## config.mk

```make
export PLATFORM = sky130hd
export DESIGN_NAME = uop_issue_ctrl
export DESIGN_NICKNAME = d
export VERILOG_FILES = /design/src/rtl/ioi_pkg.sv /design/src/rtl/ioi_step.sv /design/src/rtl/ioi_carry.sv /design/src/rtl/ioi_hold.sv /design/src/rtl/uop_issue_ctrl.sv
export SDC_FILE = /design/constraint.sdc
export NUM_CORES = 1
export LEC_CHECK = 0
export CORE_ASPECT_RATIO = 1.75
export CORE_MARGIN = 10
export CORE_UTILIZATION = 40
export DETAILED_ROUTE_END_ITERATION = 16
export PLACE_DENSITY = 0.68
export SLEW_MARGIN = 20
export SYNTH_ARGS = -nofsm -noshare
export SYNTH_HDL_FRONTEND = slang
export SYNTH_SLANG_ARGS = --single-unit
```

## constraint.sdc

```tcl
create_clock -name clk -period 8.8 [get_ports clk]
set_clock_uncertainty 0.15 [all_clocks]
set_input_delay 1.32 -clock clk [delete_from_list [all_inputs] [get_ports clk]]
set_output_delay 1.32 -clock clk [all_outputs]
set_load 0.005 [all_outputs]
```

## src/rtl/ioi_pkg.sv

```systemverilog
package ioi_pkg;
    parameter int UOP_W = 4;

    typedef logic [UOP_W-1:0] uop_t;

    typedef struct packed {
        uop_t uops;
        logic grp_first;
        logic grp_last;
    } instr_t;

    typedef struct packed {
        logic go;
        uop_t issued;
        uop_t rem;
        uop_t budget;
        logic first;
    } step_res_t;
endpackage

```

## src/rtl/ioi_step.sv

```systemverilog
module ioi_step import ioi_pkg::*; #(
    parameter int ISSUE_W = 2
) (
    input  logic      en,
    input  instr_t    ins,
    input  uop_t      budget_in,
    input  logic      first_in,
    output step_res_t res
);
    localparam uop_t WID = uop_t'(ISSUE_W);

    logic oversize;
    logic room;

    always_comb begin
        oversize = ins.uops > WID;
        room     = oversize ? (budget_in != '0) : (budget_in >= ins.uops);
        res.go     = 1'b0;
        res.issued = '0;
        res.rem    = '0;
        res.budget = budget_in;
        res.first  = first_in;
        if (en && room && (first_in || !ins.grp_first)) begin
            res.go    = 1'b1;
            res.first = 1'b0;
            if (ins.uops > budget_in) begin
                res.issued = budget_in;
                res.rem    = ins.uops - budget_in;
                res.budget = '0;
            end else begin
                res.issued = ins.uops;
                res.budget = ins.grp_last ? '0 : budget_in - ins.uops;
            end
        end
    end
endmodule

```

## src/rtl/ioi_carry.sv

```systemverilog
module ioi_carry import ioi_pkg::*; #(
    parameter int ISSUE_W = 2
) (
    input  logic clk,
    input  logic rst,
    input  logic load,
    input  uop_t load_cnt,
    input  logic load_last,
    output logic active,
    output uop_t used,
    output uop_t budget_out,
    output logic first_out,
    output uop_t left,
    output uop_t cnt_q
);
    localparam uop_t WID = uop_t'(ISSUE_W);

    logic last_q;

    always_comb begin
        active     = cnt_q != '0;
        first_out  = !active;
        used       = '0;
        left       = '0;
        budget_out = WID;
        if (active) begin
            if (cnt_q > WID) begin
                used       = WID;
                left       = cnt_q - WID;
                budget_out = '0;
            end else begin
                used       = cnt_q;
                budget_out = last_q ? '0 : WID - cnt_q;
            end
        end
    end

    always_ff @(posedge clk) begin
        if (rst) begin
            cnt_q  <= '0;
            last_q <= 1'b0;
        end else if (load) begin
            cnt_q  <= load_cnt;
            last_q <= load_last;
        end else begin
            cnt_q  <= left;
        end
    end

    assert_no_clobber_R4: assert property (@(posedge clk) disable iff (rst)
        load |-> (left == '0));

    assert_drain_R4: assert property (@(posedge clk) disable iff (rst)
        (cnt_q > WID) |=> (cnt_q == $past(cnt_q) - WID));
endmodule

```

## src/rtl/ioi_hold.sv

```systemverilog
module ioi_hold import ioi_pkg::*; (
    input  logic   clk,
    input  logic   rst,
    input  logic   capture,
    input  instr_t cap_ins,
    input  logic   release_i,
    output logic   vld_q,
    output instr_t ins_q
);
    always_ff @(posedge clk) begin
        if (rst) begin
            vld_q <= 1'b0;
            ins_q <= '0;
        end else if (capture) begin
            vld_q <= 1'b1;
            ins_q <= cap_ins;
        end else if (release_i) begin
            vld_q <= 1'b0;
        end
    end

    assert_single_hold_R8: assert property (@(posedge clk) disable iff (rst)
        capture |-> !vld_q);
endmodule

```

## src/rtl/uop_issue_ctrl.sv

```systemverilog
module uop_issue_ctrl import ioi_pkg::*; #(
    parameter int ISSUE_W = 2,
    parameter int LANES   = 2,
    parameter int CNT_W   = 16,
    localparam int CW     = $clog2(ISSUE_W + 1)
) (
    input  logic                   clk,
    input  logic                   rst,
    input  logic                   stall_i,
    input  logic [LANES-1:0]       fe_valid,
    input  logic [LANES-1:0]       fe_first,
    input  logic [LANES-1:0]       fe_last,
    input  logic [LANES*UOP_W-1:0] fe_uops,
    output logic [LANES-1:0]       fe_take,
    output logic [LANES-1:0]       iss_lane,
    output logic                   held_issued,
    output logic                   carry_serviced,
    output logic [CW-1:0]          cyc_uops,
    output logic [UOP_W-1:0]       carry_pend,
    output logic [CNT_W-1:0]       total_uops,
    output logic                   busy
);
    localparam uop_t WID = uop_t'(ISSUE_W);

    logic      c_active, c_first, c_load, c_load_last;
    uop_t      c_used, c_bud, c_left, c_q, c_load_cnt;
    logic      h_vld, capture, lanes_en;
    instr_t    h_ins;
    step_res_t s_res;
    uop_t      cyc_sum;
    logic [CNT_W-1:0] total_q;

    instr_t    lane_ins [LANES];
    step_res_t l_res    [LANES];
    uop_t      bud      [LANES+1];
    logic      fst      [LANES+1];
    logic      chain_ok [LANES+1];

    ioi_carry #(.ISSUE_W(ISSUE_W)) u_carry (
        .clk(clk), .rst(rst),
        .load(c_load), .load_cnt(c_load_cnt), .load_last(c_load_last),
        .active(c_active), .used(c_used), .budget_out(c_bud),
        .first_out(c_first), .left(c_left), .cnt_q(c_q)
    );

    ioi_hold u_hold (
        .clk(clk), .rst(rst),
        .capture(capture), .cap_ins(lane_ins[0]), .release_i(s_res.go),
        .vld_q(h_vld), .ins_q(h_ins)
    );

    ioi_step #(.ISSUE_W(ISSUE_W)) u_held_step (
        .en(h_vld && !stall_i && (c_left == '0)),
        .ins(h_ins), .budget_in(c_bud), .first_in(c_first), .res(s_res)
    );

    assign lanes_en    = (c_left == '0) && (!h_vld || s_res.go) && (s_res.rem == '0);
    assign capture     = stall_i && lanes_en && fe_valid[0];
    assign bud[0]      = s_res.budget;
    assign fst[0]      = s_res.first;
    assign chain_ok[0] = 1'b1;

    genvar gi;
    generate
        for (gi = 0; gi < LANES; gi++) begin : g_lane
            assign lane_ins[gi].uops      = fe_uops[gi*UOP_W +: UOP_W];
            assign lane_ins[gi].grp_first = fe_first[gi];
            assign lane_ins[gi].grp_last  = fe_last[gi];

            ioi_step #(.ISSUE_W(ISSUE_W)) u_step (
                .en(fe_valid[gi] && lanes_en && !stall_i && chain_ok[gi]),
                .ins(lane_ins[gi]), .budget_in(bud[gi]), .first_in(fst[gi]),
                .res(l_res[gi])
            );

            assign bud[gi+1]      = l_res[gi].budget;
            assign fst[gi+1]      = l_res[gi].first;
            assign chain_ok[gi+1] = l_res[gi].go;
            assign iss_lane[gi]   = l_res[gi].go;
            assign fe_take[gi]    = l_res[gi].go || ((gi == 0) && capture);
        end
    endgenerate

    always_comb begin
        c_load      = 1'b0;
        c_load_cnt  = '0;
        c_load_last = 1'b0;
        if (s_res.rem != '0) begin
            c_load      = 1'b1;
            c_load_cnt  = s_res.rem;
            c_load_last = h_ins.grp_last;
        end
        for (int i = 0; i < LANES; i++) begin
            if (l_res[i].rem != '0) begin
                c_load      = 1'b1;
                c_load_cnt  = l_res[i].rem;
                c_load_last = lane_ins[i].grp_last;
            end
        end
    end

    always_comb begin
        cyc_sum = c_used + s_res.issued;
        for (int i = 0; i < LANES; i++) begin
            cyc_sum = cyc_sum + l_res[i].issued;
        end
    end

    always_ff @(posedge clk) begin
        if (rst) total_q <= '0;
        else     total_q <= total_q + CNT_W'(cyc_uops);
    end

    assign cyc_uops       = CW'(cyc_sum);
    assign held_issued    = s_res.go;
    assign carry_serviced = c_active;
    assign carry_pend     = c_q;
    assign total_uops     = total_q;
    assign busy           = (c_q != '0) || h_vld;

    assert_width_cap_R1: assert property (@(posedge clk) disable iff (rst)
        cyc_sum <= WID);

    assert_stall_quiet_R8: assert property (@(posedge clk) disable iff (rst)
        stall_i |-> (iss_lane == '0));

    assert_exclusive_R9: assert property (@(posedge clk) disable iff (rst)
        !(h_vld && (c_q != '0)));

    assert_no_intake_R9: assert property (@(posedge clk) disable iff (rst)
        (c_q > WID) |-> (fe_take == '0));

    assert_opener_lane0_R7: assert property (@(posedge clk) disable iff (rst)
        (iss_lane[0] && fe_first[0]) |-> (!c_active && !held_issued));

    assert_count_R11: assert property (@(posedge clk) disable iff (rst)
        1'b1 |=> (total_uops == $past(total_uops) + CNT_W'($past(cyc_uops))));

    generate
        for (gi = 0; gi < LANES; gi++) begin : g_chk
            assert_nonzero_uops_R2: assert property (@(posedge clk) disable iff (rst)
                fe_valid[gi] |-> (fe_uops[gi*UOP_W +: UOP_W] != '0));
            if (gi > 0) begin : g_tail
                assert_prefix_R2: assert property (@(posedge clk) disable iff (rst)
                    fe_take[gi] |-> fe_take[gi-1]);
                assert_opener_tail_R7: assert property (@(posedge clk) disable iff (rst)
                    iss_lane[gi] |-> !fe_first[gi]);
            end
        end
    endgenerate
endmodule

```

* Word-level counts from Yosys, hierarchy flattened *
Cells that the tools add are included.

operators by class
  add/sub/neg operators = 12
  $lt $le $gt $ge = 10
  muxes and demuxes = 37
  reduce and logical (&&, ||, !) cells = 39

operators by type and width
  operator               count
  $mux W4                21
  $mux W14               3
  $reduce_bool A4 Y1     7
  $sub A4 B4 Y4          6
  $logic_and A1 B1 Y1    17
  $add A16 B2 Y16        1
  $gt A4 B2 Y1 const B   4
  $ge A4 B4 Y1           3
  $gt A4 B4 Y1           3
  $mux W1                11
  $logic_not A4 Y1       2
  $add A2 B2 Y2          3
  $logic_not A1 Y1       6
  $logic_or A1 B1 Y1     6
  $mux W2                2
  $sub A2 B4 Y4 const A  1
  $sub A4 B2 Y4 const B  1
  $reduce_bool A2 Y1     1

storage, ports and cells
  register bits after elaboration = 28
  input bits = 17
  output and inout bits = 29
  logic and storage cells = 105

* Depth between registers and ports, before layout *
  word-level depth = 25
  mapped depth = 46
  depth with buffers taken out = 44

* Modules after synthesis *
From an unflattened synthesis, not the netlist that was laid out.

second synthesis, totals
  cells, all modules = 397
  area total of the unflattened synthesis = 3362.0 um2

by module, submodules not included
  module          times used  cells an instance  area an instance (um2)  sequential area each (um2)
  ioi_step        3           68                 541.8                   0.0
  uop_issue_ctrl  1           116                1031.0                  320.3
  ioi_carry       1           54                 456.7                   100.1
  ioi_hold        1           23                 249.0                   140.1

* Worst setup path after synthesis *
Ideal clock, no wire load.

  kind = register to output
  from = register u_carry.cnt_q[0]
  to = output cyc_uops[1]
  arrival time = 7.102 ns
  required time = 7.330 ns
  setup slack = 0.228 ns
  cell stages (with the launch flop) = 37
  buffers on the path = 1
  path through = dfxtp_1 -> inv_1 -> ha_1 -> nor4_1 -> nand2_1 -> ha_1 -> fa_1 -> inv_1 -> a211oi_1 -> o21ai_2 -> nand3_2 -> inv_2 -> clkbuf_8 -> a21oi_1 -> ha_1 -> fa_1 -> nor2b_1 -> o21ai_0 -> nand4b_1 -> nand4b_1 -> a2111oi_4 -> nand2_2 -> o32a_2 -> inv_1 -> ha_1 -> fa_1 -> nor2b_1 -> o21ai_0 -> or2b_2 -> and2_1 -> o211a_1 -> ha_1 -> xnor2_1 -> xnor2_1 -> xnor2_1 -> xnor2_1 -> xnor2_1

between the ends
  word-level cells in the longest chain between the ends = 23
  elaborated cells on any way between the ends = 61
  classes of those cells = add/sub (8); order compare (7); mux (21); reduce/logical (25)

ends and longest elaborated chain
  item                                                       line                   text
  from (decl)                                                ioi_carry.sv:14        output uop_t cnt_q
  from (signal assigned)                                     ioi_carry.sv:43        cnt_q <= load_cnt;
  from (signal assigned)                                     ioi_carry.sv:46        cnt_q <= left;
  $sub A2 B4 Y4                                              ioi_carry.sv:33        budget_out = last_q ? '0 : WID - cnt_q;
  $mux W4                                                    ioi_carry.sv:33
  $mux W4                                                    ioi_carry.sv:27        if (cnt_q > WID) begin
  $mux W4                                                    ioi_carry.sv:26        if (active) begin
  $ge A4 B4 Y1 / $reduce_bool A4 Y1 (equally long branches)  ioi_step.sv:17         room = oversize ? (budget_in != '0) : (budget_in >= ins.uops);
  $mux W1                                                    ioi_step.sv:17
  $logic_and A1 B1 Y1                                        ioi_step.sv:23         if (en && room && (first_in || !ins.grp_first)) begin
  $logic_and A1 B1 Y1 (*)                                    ioi_step.sv:23
  [... 1 more ...]                                           -
  via held_issued                                            uop_issue_ctrl.sv:16   output logic held_issued,
  [... 3 more ...]                                           -
  $logic_and A1 B1 Y1 (2 in series)                          uop_issue_ctrl.sv:71   .en(fe_valid[gi] && lanes_en && !stall_i && chain_ok[gi]),
  $logic_and A1 B1 Y1 (2 in series)                          ioi_step.sv:23
  $mux W14                                                   ioi_step.sv:23
  $ge A4 B4 Y1 / $reduce_bool A4 Y1 (equally long branches)  ioi_step.sv:17
  $mux W1                                                    ioi_step.sv:17
  $logic_and A1 B1 Y1 (2 in series)                          ioi_step.sv:23
  $mux W14                                                   ioi_step.sv:23
  $add A2 B2 Y2 (*)                                          uop_issue_ctrl.sv:105  cyc_sum = cyc_sum + l_res[i].issued;
  to (decl)                                                  uop_issue_ctrl.sv:18   output logic [CW-1:0] cyc_uops,

The timed path passes the listed nets; every way through them passes the cells marked *.

* Worst setup path after layout *
  from = input stall_i
  to = output cyc_uops[1]

between the ends
  word-level cells in the longest chain between the ends = 20
  elaborated cells on any way between the ends = 39
  classes of those cells = add/sub (4); order compare (4); mux (9); reduce/logical (22)

ends and longest elaborated chain
  item                                                                    line                                        text
  from (decl)                                                             uop_issue_ctrl.sv:9                         input logic stall_i,
  $logic_not A1 Y1 (*)                                                    uop_issue_ctrl.sv:53, uop_issue_ctrl.sv:71
  parallel branches: the longest is 18 deep, another holds $sub A4 B4 Y4  -
  $add A2 B2 Y2 (*)                                                       uop_issue_ctrl.sv:105

Mark *: on every way between the ends.

==> flow_summary.ini <==
[status]
status = complete, no violations

[critical_path]
arrival_ns = 6.94
cpPeakStageDelay_ns = 0.49
worstSetupStartpointType = primary input
cp_num_buf_inv = 7
crit_family = simple AND/OR/NAND/NOR gates
path_max_fanout = 5
end_kind = output pin
slowest_stage = clkdlybuf4s50_1
critical_path_class = in -> out
critical_path_required_ns = 7.33

[power_and_ir_drop]
power.share.clock = 0.116
power.density_nw_per_um2 = 224
p_leak_nw = 1.74
pwr-share-seq = 0.172
combPwrFrac = 0.712
switchingPower_mw = 0.411
power_mw = 0.936
intPower_mw = 0.525
ir_drop_mv = 0.161
p_sw_frac = 0.439

[layout]
final_nets = 523
drive_gt1_frac = 0.252
final_common_cell = nor2_1
layout_common_cells = 49 x nor2_1, 45 x buf_4, 43 x clkdlybuf4s50_1
area_growth_syn_to_layout_pct = 35.5
antenna_cells = 0

[run]
drv_cap = 0

[logic_synthesis]
synthTopCellsByArea = dfxtp_1 18%, ha_1 13%, nor2_1 6.0%
yosysTopAreaCell = dfxtp_1
ys_seq_area_frac = 0.182
synthMuxAreaShare = 0.0219
synth_ff_type = dfxtp_1
async_reset_ff_frac = 0
netlist_area_sq_um = 3090
ys_ff_latch = 28
syn-num-nets = 438
syn_avg_cell_area_sq_um = 8.10
ys_types = 73
synth_compound_area_frac = 0.204
synth-edff-count = 0
synth_top_family_by_area = simple AND/OR/NAND/NOR gates
synth_xor_area_frac = 0.0823
yosysTopAreaCellShare = 0.182
ys_warn_count = 0
synth_cells = 381
synthAdderAreaFrac = 0.179
synth-simple-area-share = 0.266

[routing]
vias_per_cell = 5.43
wl_microns = 9520
drtPass1Iterations = 4
wl_per_cell_microns = 17.2
vias = 3005
first_iter_violations = 120
ant_nets = 0
drcViolationCount = 0

[place]
port-buffer-count = 45
place_congestion = 0.941
dp_hpwl_microns = 7820

[sta]
finalHoldViolCount = 0
final-setup-viol-count = 0
period_needed_ns = 8.41
tightest_slew_ns = 0.762
slew_headroom = 0.491
fin_crit_sh = 0.955
slew_viol_final = 0
holdWs_ns = 0.360
max_freq_mhz = 119

[hold_path]
holdCritPathClass = reg -> reg

[global_routing]
grt_overflow = 0
grt_pass1_wl_microns = 15300
track_usage = 0.159
antenna_found_initial = 0
grt_pass1_vias = 3154
grt_max_degree = 29

[cts]
numCtsBuffers = 3
postCtsHoldBufs = 0
h-tree-depth = 1
clk_pin_slew_ns = 0.06
cts.path.max_buffers = 2
cts_sinks = 28
cts_tree = built
clk_latency_ns = 0.26
cts_root_buffer = clkbuf_16

[die]
die-area_sq_um = 11800
io_pins = 46
start_util = 0.408
core_sq_um = 7570
die_y_microns = 136
rows = 42
die_w_microns = 86.4
[synth_stat cells, types with 2 or more instances]
cell type  number
o21ai_1         3
nor3_1          5
o21ai_0        16
ha_1           33
clkbuf_1        6
and2_1          2
nand2_1        25
dfxtp_1        28
nor4b_4         2
nand3b_1        5
o211ai_1        3
or3_1           2
a21o_2          3
or2_2           2
a31o_2          2
nand2b_1        4
buf_4           2
nor3b_1         2
nand4b_1        3
nand3_1        11
nand3_2         2
a221oi_2        4
a21boi_0        2
inv_1          36
xor2_1         15
nand4_1         6
o32ai_1         3
a21o_1          2
a21oi_1        20
o21a_1          4
and3_1          2
nor2_1         49
xnor2_1        14
a211oi_1        3
fa_1            7
nor4_1          2
a31oi_1         2
nor2b_1        12
mux2i_1         3
[power groups by stage]
stage / logic (mW) / registers (mW) / clock network [mW]
6_report: 0.667 / 0.161 / 0.108
4_1_cts: 0.614 / 0.159 / 0.113
2_1_floorplan: 0.383 / 0.160 / 0
3_5_place_dp: 0.599 / 0.162 / 0
5_1_grt: 0.731 / 0.163 / 0.117
3_3_place_gp: 0.594 / 0.161 / 0
[worst register-to-register path, delay by kind of cell, from the launching register on]
family	cells	cell delay [ns]
simple gates	15	2.99
buf+inv	10	1.34
flops	1	0.35
xor+xnor	6	0.86
fa+ha+maj	5	1.39
compound gates	8	1.01
[stage by stage]
step | utilization | cell area, sq um | setup WS, ns | TNS, ns | cells
after floorplan | - | 3090 | 0.228 | 0 | 381
after global placement | 0.511 | 3860 | 0.125 | 0 | 540
after detailed placement | 0.511 | 3860 | -0.0752 | -0.0752 | 540
after CTS | 0.529 | 4000 | 0.0161 | 0 | 547
after global routing | 0.553 | 4180 | -0.0763 | -0.0858 | 553
final | 0.553 | 4180 | 0.392 | 0 | 553
[state kept, by name, summed over array words and instances, names as in the netlist]
| name | cells |
|---|---|
| u_hold.ins_q | 6 |
| u_carry.last_q | 1 |
| u_carry.cnt_q | 4 |
| u_hold.vld_q | 1 |
| total_uops | 16 |
[final cells by class]
class,count,area (sq um)
Clock buffer,4,88.8
Multi-Input combinational cell,305,2490
Sequential cell,28,564
Fill cell,728,3390
Tap cell,88,110
Timing Repair Buffer,91,790
Inverter,37,141
[logic make-up (layout without fill, tap and decap cells)]
logic type,count (synthesis),in the layout
and+or+nand+nor,148,148
muxes,6,6
xor gates and xnor gates,29,29
DFF,28,28
adders and majority gates,40,40
buffers and inverters,48,132
AOI/OAI and AO/OA,82,82
[routing by layer]
| layer | share of wire | vias to the layer above | routed length, microns | GRT usage |
|---|---|---|---|---|
| met1 | 0.35 | 1390 | 3340 | 0.152 |
| met3 | 0.049 | 34 | 462 | 0.0300 |
| met2 | 0.54 | 85 | 5140 | 0.300 |
| met5 | 0 | - | 0 | 0 |
| met4 | 0.060 | 0 | 574 | 0.0949 |
| li1 | - | 1496 | - | - |
[worst paths after layout]
check                   startpoint  depth (start not counted)  slack (ns)        endpoint
hold / removal      total_uops[10]                          2        0.36  total_uops[10]
setup reg to reg  u_carry.cnt_q[3]                         44        0.61   total_uops[7]
setup / recovery           stall_i                         29        0.39     cyc_uops[1]
hold reg to reg     total_uops[10]                          2        0.36  total_uops[10]
[repair_timing]
action | 4_1_cts | 5_1_grt
cloned | 0 | 0
pin swaps | 5 | 17
buffers inserted | 3 | 6
resized for setup | 9 | 32
endpoints found under the setup margin | 1 | 10
Power figures use the tool's default switching activity.
